`src/rtl/scl_div_pkg.sv`:
```
package scl_div_pkg;
  localparam int unsigned BASE_STEPS = 22;
  localparam int unsigned HALF_STEPS = BASE_STEPS / 2;
  localparam int unsigned PH_W       = $clog2(BASE_STEPS);
  localparam int unsigned N_QTR      = 4;

  typedef logic [PH_W-1:0] phase_t;

  // quarter points: start and middle of each half
  function automatic logic is_quarter(phase_t p);
    logic hit;
    hit = 1'b0;
    for (int q = 0; q < N_QTR; q++) begin
      if (int'(p) == (q / 2) * HALF_STEPS + (q % 2) * ((HALF_STEPS + 1) / 2))
        hit = 1'b1;
    end
    return hit;
  endfunction
endpackage

```
`src/rtl/div_stage.sv`:
```
module div_stage #(
  parameter int unsigned W = 2
) (
  input  logic         clk_i,
  input  logic         rst_ni,
  input  logic         clr_i,
  input  logic         step_i,
  input  logic [W-1:0] limit_i,
  output logic         zero_o,
  output logic         wrap_o
);
  logic [W-1:0] cnt_q;

  assign zero_o = (cnt_q == '0);
  assign wrap_o = step_i && (cnt_q == limit_i);

  always_ff @(posedge clk_i or negedge rst_ni) begin
    if (!rst_ni)      cnt_q <= '0;
    else if (clr_i)   cnt_q <= '0;
    else if (step_i)  cnt_q <= wrap_o ? '0 : cnt_q + 1'b1;
  end


  cnt_bound_chk: assert property (@(posedge clk_i) disable iff (!rst_ni)
    cnt_q <= limit_i);
endmodule

```
`src/rtl/phase_seq.sv`:
```
module phase_seq
  import scl_div_pkg::*;
(
  input  logic   clk_i,
  input  logic   rst_ni,
  input  logic   clr_i,
  input  logic   step_i,
  output phase_t phase_o,
  output logic   wrap_o,
  output logic   low_o
);
  phase_t phase_q;

  assign phase_o = phase_q;
  assign wrap_o  = step_i && (phase_q == phase_t'(BASE_STEPS - 1));
  assign low_o   = (phase_q < phase_t'(HALF_STEPS));

  always_ff @(posedge clk_i or negedge rst_ni) begin
    if (!rst_ni)      phase_q <= '0;
    else if (clr_i)   phase_q <= '0;
    else if (step_i)  phase_q <= wrap_o ? '0 : phase_q + 1'b1;
  end


  phase_bound_chk: assert property (@(posedge clk_i) disable iff (!rst_ni)
    phase_q < phase_t'(BASE_STEPS));
endmodule

```
`src/rtl/scl_rate_gen.sv`:
```
module scl_rate_gen
  import scl_div_pkg::*;
#(
  parameter int unsigned A_W = 2,
  parameter int unsigned B_W = 6
) (
  input  logic           clk_i,
  input  logic           rst_ni,
  input  logic           en_i,
  input  logic [A_W-1:0] div_a_i,
  input  logic [B_W-1:0] div_b_i,
  output logic           tick_o,
  output logic           scl_o,
  output logic           period_start_o
);
  logic           run_q;
  logic [A_W-1:0] a_q;
  logic [B_W-1:0] b_q;
  logic           a_zero, a_wrap, b_zero, b_wrap;
  logic           ph_wrap, ph_low, cfg_load, base_edge;
  phase_t         phase;

  always_ff @(posedge clk_i or negedge rst_ni) begin
    if (!rst_ni) run_q <= 1'b0;
    else         run_q <= en_i;
  end

  // shadow copy: sampled only while idle or on a period boundary
  assign cfg_load = !run_q || ph_wrap;

  always_ff @(posedge clk_i or negedge rst_ni) begin
    if (!rst_ni) begin
      a_q <= '0;
      b_q <= '0;
    end else if (cfg_load) begin
      a_q <= div_a_i;
      b_q <= div_b_i;
    end
  end

  div_stage #(.W(A_W)) u_stage_a (
    .clk_i   (clk_i),
    .rst_ni  (rst_ni),
    .clr_i   (!en_i),
    .step_i  (run_q),
    .limit_i (a_q),
    .zero_o  (a_zero),
    .wrap_o  (a_wrap)
  );

  div_stage #(.W(B_W)) u_stage_b (
    .clk_i   (clk_i),
    .rst_ni  (rst_ni),
    .clr_i   (!en_i),
    .step_i  (a_wrap),
    .limit_i (b_q),
    .zero_o  (b_zero),
    .wrap_o  (b_wrap)
  );

  phase_seq u_phase (
    .clk_i   (clk_i),
    .rst_ni  (rst_ni),
    .clr_i   (!en_i),
    .step_i  (b_wrap),
    .phase_o (phase),
    .wrap_o  (ph_wrap),
    .low_o   (ph_low)
  );

  assign base_edge      = run_q && a_zero && b_zero;
  assign scl_o          = run_q ? !ph_low : 1'b1;
  assign period_start_o = base_edge && (phase == '0);
  assign tick_o         = base_edge && is_quarter(phase);


  strobe_width_chk: assert property (@(posedge clk_i) disable iff (!rst_ni)
    period_start_o |=> !period_start_o);


  strobe_tick_chk: assert property (@(posedge clk_i) disable iff (!rst_ni)
    period_start_o |-> (tick_o && !scl_o));


  idle_chk: assert property (@(posedge clk_i) disable iff (!rst_ni)
    !en_i |=> (scl_o && !tick_o && !period_start_o));


  scl_fall_chk: assert property (@(posedge clk_i) disable iff (!rst_ni)
    $fell(scl_o) |-> period_start_o);


  scl_rise_chk: assert property (@(posedge clk_i) disable iff (!rst_ni)
    ($rose(scl_o) && run_q) |-> tick_o);


  cfg_hold_chk: assert property (@(posedge clk_i) disable iff (!rst_ni)
    (run_q && !ph_wrap) |=> ($stable(a_q) && $stable(b_q)));
endmodule

```
`config.mk`:
```
export PLATFORM = sky130hd
export DESIGN_NAME = scl_rate_gen
export DESIGN_NICKNAME = d
export VERILOG_FILES = /design/src/rtl/scl_div_pkg.sv /design/src/rtl/div_stage.sv /design/src/rtl/phase_seq.sv /design/src/rtl/scl_rate_gen.sv
export SDC_FILE = /design/constraint.sdc
export NUM_CORES = 1
export LEC_CHECK = 0
export ABC_AREA = 1
export BUFFER_PORTS_ARGS = -buffer_cell sky130_fd_sc_hd__buf_2
export CAP_MARGIN = 25
export CORE_ASPECT_RATIO = 0.75
export CORE_MARGIN = 10
export CORE_UTILIZATION = 50
export DETAILED_ROUTE_END_ITERATION = 8
export PLACE_DENSITY = 0.78
export SYNTH_ARGS = -nofsm -noshare
export SYNTH_HDL_FRONTEND = slang
export SYNTH_SLANG_ARGS = --single-unit
```
`constraint.sdc`:
```
create_clock -name clk_i -period 1.8 [get_ports clk_i]
set_clock_uncertainty 0.2 [all_clocks]
set_input_delay 0.09 -clock clk_i [delete_from_list [all_inputs] [get_ports clk_i]]
set_output_delay 0.09 -clock clk_i [all_outputs]
set_load 0.01 [all_outputs]
```
Word level (Yosys, flattened, before mapping). Cells that the tools add are included.

Add/sub/neg operators: 3. $lt $le $gt $ge: 1. Eq/ne operators: 9. Multiplexer cells: 14. Reduce and logical (&&, ||, !) cells: 13.

Operator list (count): $mux 6 (3); $mux 5 (3); $eq 5x5->1 const B (2); $logic_and 1x1->1 (7); $add 6x1->6 const B (1); $eq 6x6->1 (1); $logic_not 6->1 (1); $mux 2 (3); $ne 2x1->1 const B (3); $add 5x1->5 const B (1); $eq 5x3->1 const B (1); $eq 5x4->1 const B (1); $logic_not 5->1 (1); $lt 5x4->1 const B (1); $mux 1 (5); $add 2x1->2 const B (1); $eq 2x2->1 (1); $logic_not 1->1 (2); $logic_not 2->1 (1); $logic_or 1x1->1 (1).

Register bits after elaboration: 22. Input bits: 11. Output and inout bits: 3. Word-level logic and storage cells: 46.

Logic depth before layout (Yosys ltp).
Depth after elaboration: 7. Depth in mapped cells: 10. Mapped depth without buffers: 10.

By module. From an unflattened synthesis, not the netlist that was laid out.

Cells, all modules: 203. Area total of the unflattened synthesis: 1405.1 sq um.

Modules (own cells, without submodules): div_stage (u_stage_b) (instances 1, cells each 74, area each 461.7 sq um, sequential area each 150.1 sq um); scl_rate_gen (instances 1, cells each 57, area each 447.9 sq um, sequential area each 225.2 sq um); phase_seq (instances 1, cells each 47, area each 337.8 sq um, sequential area each 125.1 sq um); div_stage (u_stage_a) (instances 1, cells each 25, area each 157.7 sq um, sequential area each 50.0 sq um).

Worst setup path before layout. OpenSTA, ideal clock, no wires.

Path type: register -> register. Start point: register u_phase.phase_q[1] (netlist: u_phase.phase_o[1]). End point: register b_q[0]. Library setup time: 66 ps. Arrival time: 1287 ps. Required time: 1534 ps. Path slack: 247 ps. Cell stages (with the launch flop): 9. Buffers on the path: 0. Period minus slack after synthesis: 1553 ps. Cells stage by stage: dfrtp_1 -> inv_1 -> ha_1 -> inv_1 -> nor3_2 -> nand4_4 -> nand2_4 -> nand2_1 -> nand2_1.

Word-level cells in the longest chain between the ends: 3.

RTL lines: start, declared (line phase_seq.sv:12) `phase_t phase_q;`; start signal, assigned (line phase_seq.sv:21) `else if (step_i) phase_q <= wrap_o ? '0 : phase_q + 1'b1;`; $eq 5x5->1 (line phase_seq.sv:15) `assign wrap_o = step_i && (phase_q == phase_t'(BASE_STEPS - 1));`; $logic_and 1x1->1 (line phase_seq.sv:15); $logic_or 1x1->1 (line scl_rate_gen.sv:29) `assign cfg_load = !run_q || ph_wrap;`; end signal, assigned (line scl_rate_gen.sv:37) `b_q <= div_b_i;`; end, declared (line scl_rate_gen.sv:18) `logic [B_W-1:0] b_q;`.

No other way between the ends. A chain may end at the register's enable or synchronous reset.

Worst setup path in the final report.
Start point: register u_phase.phase_q[1] (netlist: u_phase.phase_o[1]). End point: register a_q[0].

Word-level cells in the longest chain between the ends: 3.

RTL lines: $eq 5x5->1 (line phase_seq.sv:15); $logic_and 1x1->1 (line phase_seq.sv:15); $logic_or 1x1->1 (line scl_rate_gen.sv:29); end signal, assigned (line scl_rate_gen.sv:36) `a_q <= div_a_i;`; end, declared (line scl_rate_gen.sv:17) `logic [A_W-1:0] a_q;`.

No other way between the ends.

==> impl.org <==
** Routing
- Via Count :: 1333
- Initial DRT Pass Iterations :: 4
- Number of antenna-violating nets in the routed design :: 0
- Via-to-Cell Ratio :: approximately 5
- After detailed routing, the number of remaining DRC violations is 0.
- For this block, the routed nets add up to 3460 um of wire.
- In this run, the number of DRC markers left after iteration 0 of detailed routing was 168.
- Dividing the detail-routed wire length by the instance count gives 13.0 um.

** Global route
- The first global-routing pass estimated 5890 um of wire.
- Entering global routing, the biggest net connects 23 pins.
- Number of antenna violations at the first check in global routing :: 0
- For this run the aggregate overflow at the end of global routing stands at 0.
- In the global route stage, overall resource usage came out at around 14%.
- Via count of the first global-routing pass :: 1258

** Clock tree
- TritonCTS built the clock tree.
- H-tree level count :: 1
- Maximum clock path buffer count :: 2
- Reg clk slew, reported paths :: 0.08 ns
- TritonCTS created 3 clock buffers.
- The root buffer cell chosen for the clock tree is sky130_fd_sc_hd__clkbuf_8.
- The clock net in this run drives a total of 22 sinks.
- Latest clock arrival within the worst-skew pair :: approximately 0.27 ns

** STA
- The tightest hold path in the finished design has a slack of 0.108 ns.
- For the pin with the worst max-slew slack, the measured transition is roughly 0.48 ns.
- Slew headroom :: between 60% and 70%
- Count of final max-slew check failures :: 0
- Setup repair after global routing could not meet its margin everywhere.
- Setup violations remaining at the end of the flow were counted as 0.
- For this run, the top clock speed supported by timing is 568 MHz.
- Share of the cycle needed by the critical path after routing :: 97.9%
- The clock period could shrink to about 1.8 ns.
- Hold Vio Cnt, Final :: 0
- Worst setup slack after layout :: 0.0387 ns

** Synthesis
- Synthesis Warnings :: 0
- Unique masters post-synth :: 25
- In the synthesized netlist, the number of instances is 195.
- Summing the areas of all compound-gate instances in the mapped netlist gives 4.44% of the synthesized area.
- Avg Cell Area, Syn :: between 7 and 8 um^2
- Syn Nets :: around 210
- Summing the areas of all and, or, nand and nor instances in the mapped netlist gives a little under two fifths of the synthesized area.
- Largest family of logic cells by synthesized area :: simple AND/OR/NAND/NOR gates
- After synthesis, the cell types taking the most area are sky130_fd_sc_hd__dfrtp_1 38%, sky130_fd_sc_hd__nand2_1 17%, sky130_fd_sc_hd__inv_1 6.7%.
- Count of state elements after synthesis :: 22
- The biggest area contributor in the post-synthesis netlist is sky130_fd_sc_hd__dfrtp_1.
- Xor and xnor area share after synthesis :: 5.38%
- Area fraction of the dominant cell type after synthesis :: between 30 and 40%
- Multiplexer cells account for 0% of the synthesized area.
- Summing the areas of all fa, ha and maj instances in the mapped netlist gives 5.98% of the synthesized area.
- Summing every instance area after synthesis gives 1460 um^2.
- After synthesis, flip-flops and latches occupy 37.6% of the total area.

** Cells and area
- Relative area change from synthesis to final layout :: 26.3%
- Layout net count :: around 250
- Of the cells placed in the final design, the portion with a size suffix greater than 1 is 23.0%.
- Ant. Diodes :: 0

** Worst setup path
- Critical path cell sequence :: inv_1 -> ha_1 -> inv_1 -> nor3_2 -> nand4_4 -> nand2_4 -> nand2_1 -> nand2_1
- Crit-path max FO :: 9
- Longest individual stage delay on the worst path :: 0.42 ns
- The worst setup path is of the reg -> reg kind.
- STA classifies the critical path startpoint as a flop.
- The number of cells on the worst reg-to-reg path is 8.
- The setup check on the worst reg-to-reg path leaves a slack of 0.04 ns.
- The worst setup path is captured at a flop.
- Worst reg2reg path endpoint :: a_q[0]
- Data arrives at the worst endpoint at 1.77 ns.
- At the worst endpoint, the required time is 1.81 ns.
- Slowest stage cell on the critical path :: sky130_fd_sc_hd__dfrtp_1
- In this run the critical register-to-register path is launched from u_phase.phase_o[1].

** Floorplanning
- Horizontal die dimension :: 82.5 um
- 14 I/O pins were placed.
- The floorplan step defined a core boundary enclosing 2700 um^2.
- The floorplan step set the die height to 66.9 um.
- FP Rows :: 16
- The initial utilization of the core area, before any placement, comes to 54.2%.
- Die footprint :: roughly 5500 um^2

** Placed design
- Final RePlAce weighted congestion :: 0.858
- DPL Wire Length :: 2490 um
- Post-placement setup slack :: 0.0609 ns
- During placement, the flow inserted port buffers numbering 13.

** Pwr
- Total power :: 1.26 mW
- Summed over all cells, the static leakage comes to just under 1 nW.
- Dividing total power by cell area gives a power density of 683 nW/um^2.
- VDD sags by at most approximately 0.47 mV.

** Min path
- The path class of the tightest hold or removal check is in -> async.

** Outcome
- Status :: finished clean

** Run
- Max-Cap Viols :: 0
[registers in the layout, summed over array words and instances, names as in the netlist]
name	flops
a_q	2
u_stage_a.cnt_q	2
b_q	6
run_q	1
u_phase.phase_o	5
u_stage_b.cnt_q	6
[cells in the final DEF (no fill, tap or decap), types with 2 or more instances in the layout]
cell type / n
sky130_fd_sc_hd__dlygate4sd3_1: 10
sky130_fd_sc_hd__o21ai_0: 9
sky130_fd_sc_hd__nor3_2: 2
sky130_fd_sc_hd__inv_1: 23
sky130_fd_sc_hd__buf_4: 12
sky130_fd_sc_hd__xnor2_1: 2
sky130_fd_sc_hd__dfrtp_1: 21
sky130_fd_sc_hd__nand2_1: 65
sky130_fd_sc_hd__ha_1: 5
sky130_fd_sc_hd__nor2_4: 3
sky130_fd_sc_hd__clkbuf_8: 3
sky130_fd_sc_hd__nand4_1: 10
sky130_fd_sc_hd__inv_2: 7
sky130_fd_sc_hd__xor2_1: 7
sky130_fd_sc_hd__nand3_2: 2
sky130_fd_sc_hd__nand3_1: 14
sky130_fd_sc_hd__nor2_1: 7
sky130_fd_sc_hd__buf_2: 13
sky130_fd_sc_hd__nor2_2: 2
[power breakdown]
group / internal (mW) / switching [mW]
logic: 0.108 / 0.146
clock network: 0.297 / 0.171
registers: 0.519 / 0.0222
[metrics by stage]
step                instances  area (um^2)  setup TNS, ns  utilization [%]
finish                    266         1850              0             68.4
global route              266         1850         -0.443             68.4
CTS                       264         1830        -0.0109             67.5
detailed placement        245         1590              0             59.0
global placement          245         1590              0             59.0
floorplan                 195         1460              0                -
[critical path, delay by kind of cell (launching register included)]
family	cells	cell delay [ns]
and+or+nand+nor	5	0.77
adders and majority gates	1	0.14
DFF	1	0.42
buffers and inverters	2	0.16
[cells in the mapped netlist]
cell,count
sky130_fd_sc_hd__a21oi_1,1
sky130_fd_sc_hd__a31oi_1,1
sky130_fd_sc_hd__buf_2,2
sky130_fd_sc_hd__clkbuf_1,2
sky130_fd_sc_hd__dfrtp_1,22
sky130_fd_sc_hd__ha_1,7
sky130_fd_sc_hd__inv_1,26
sky130_fd_sc_hd__inv_2,4
sky130_fd_sc_hd__nand2_1,65
sky130_fd_sc_hd__nand2_4,1
sky130_fd_sc_hd__nand3_1,15
sky130_fd_sc_hd__nand3_2,1
sky130_fd_sc_hd__nand3_4,1
sky130_fd_sc_hd__nand4_1,10
sky130_fd_sc_hd__nand4_4,1
sky130_fd_sc_hd__nor2_1,9
sky130_fd_sc_hd__nor2_4,3
sky130_fd_sc_hd__nor3_1,2
sky130_fd_sc_hd__nor3_2,1
sky130_fd_sc_hd__nor3_4,1
sky130_fd_sc_hd__o2111ai_1,1
sky130_fd_sc_hd__o21ai_0,9
sky130_fd_sc_hd__or2_2,1
sky130_fd_sc_hd__xnor2_1,2
sky130_fd_sc_hd__xor2_1,7
[worst max-delay path by stage]
stage,start,end,slack [ns],cells past startpoint
floorplan,u_phase.phase_o[1],b_q[0],0.25,8
global placement,u_phase.phase_o[1],b_q[3],0.10,8
detailed placement,u_phase.phase_o[1],b_q[5],0.06,8
CTS,u_stage_b.cnt_q[1],tick_o,-0.006,7
global route,u_phase.phase_o[1],a_q[0],-0.06,8
finish,u_phase.phase_o[1],a_q[0],0.04,8
[cell type report]
cell class / instances / area (um^2)
Sequential cell: 22 / 552
Clock buffer: 3 / 41.3
Fill cell: 210 / 853
Clock inverter: 1 / 30.0
Tap cell: 36 / 45.0
Inverter: 30 / 113
Timing Repair Buffer: 35 / 255
Multi-Input combinational cell: 139 / 813
[routing by layer]
layer  global-route usage [%]  up-vias  part of all wire, %
li1                         -      690                    -
met1                     19.1      587                   48
met2                     19.1       50                   43
met3                     3.75        6                  7.8
met4                     4.24        0                  1.3
met5                        0        -                    0
[cell families after synthesis]
kind of cell	after synthesis
adder cells (fa/ha/maj)	7
AO/OA/AOI/OAI	12
AND/OR/NAND/NOR	111
XOR/XNOR	9
flip-flops	22
buffers and inverters	34
[timing repair]
action | CTS | global route
hold buffers | 10 | 0
endpoints found under the hold margin | 34 | 0
endpoints found under the setup margin | 2 | 15
pin swaps | 4 | 5
buffers inserted | 5 | 2
resized for setup | 6 | 5
(Power assumes the default switching activity.)
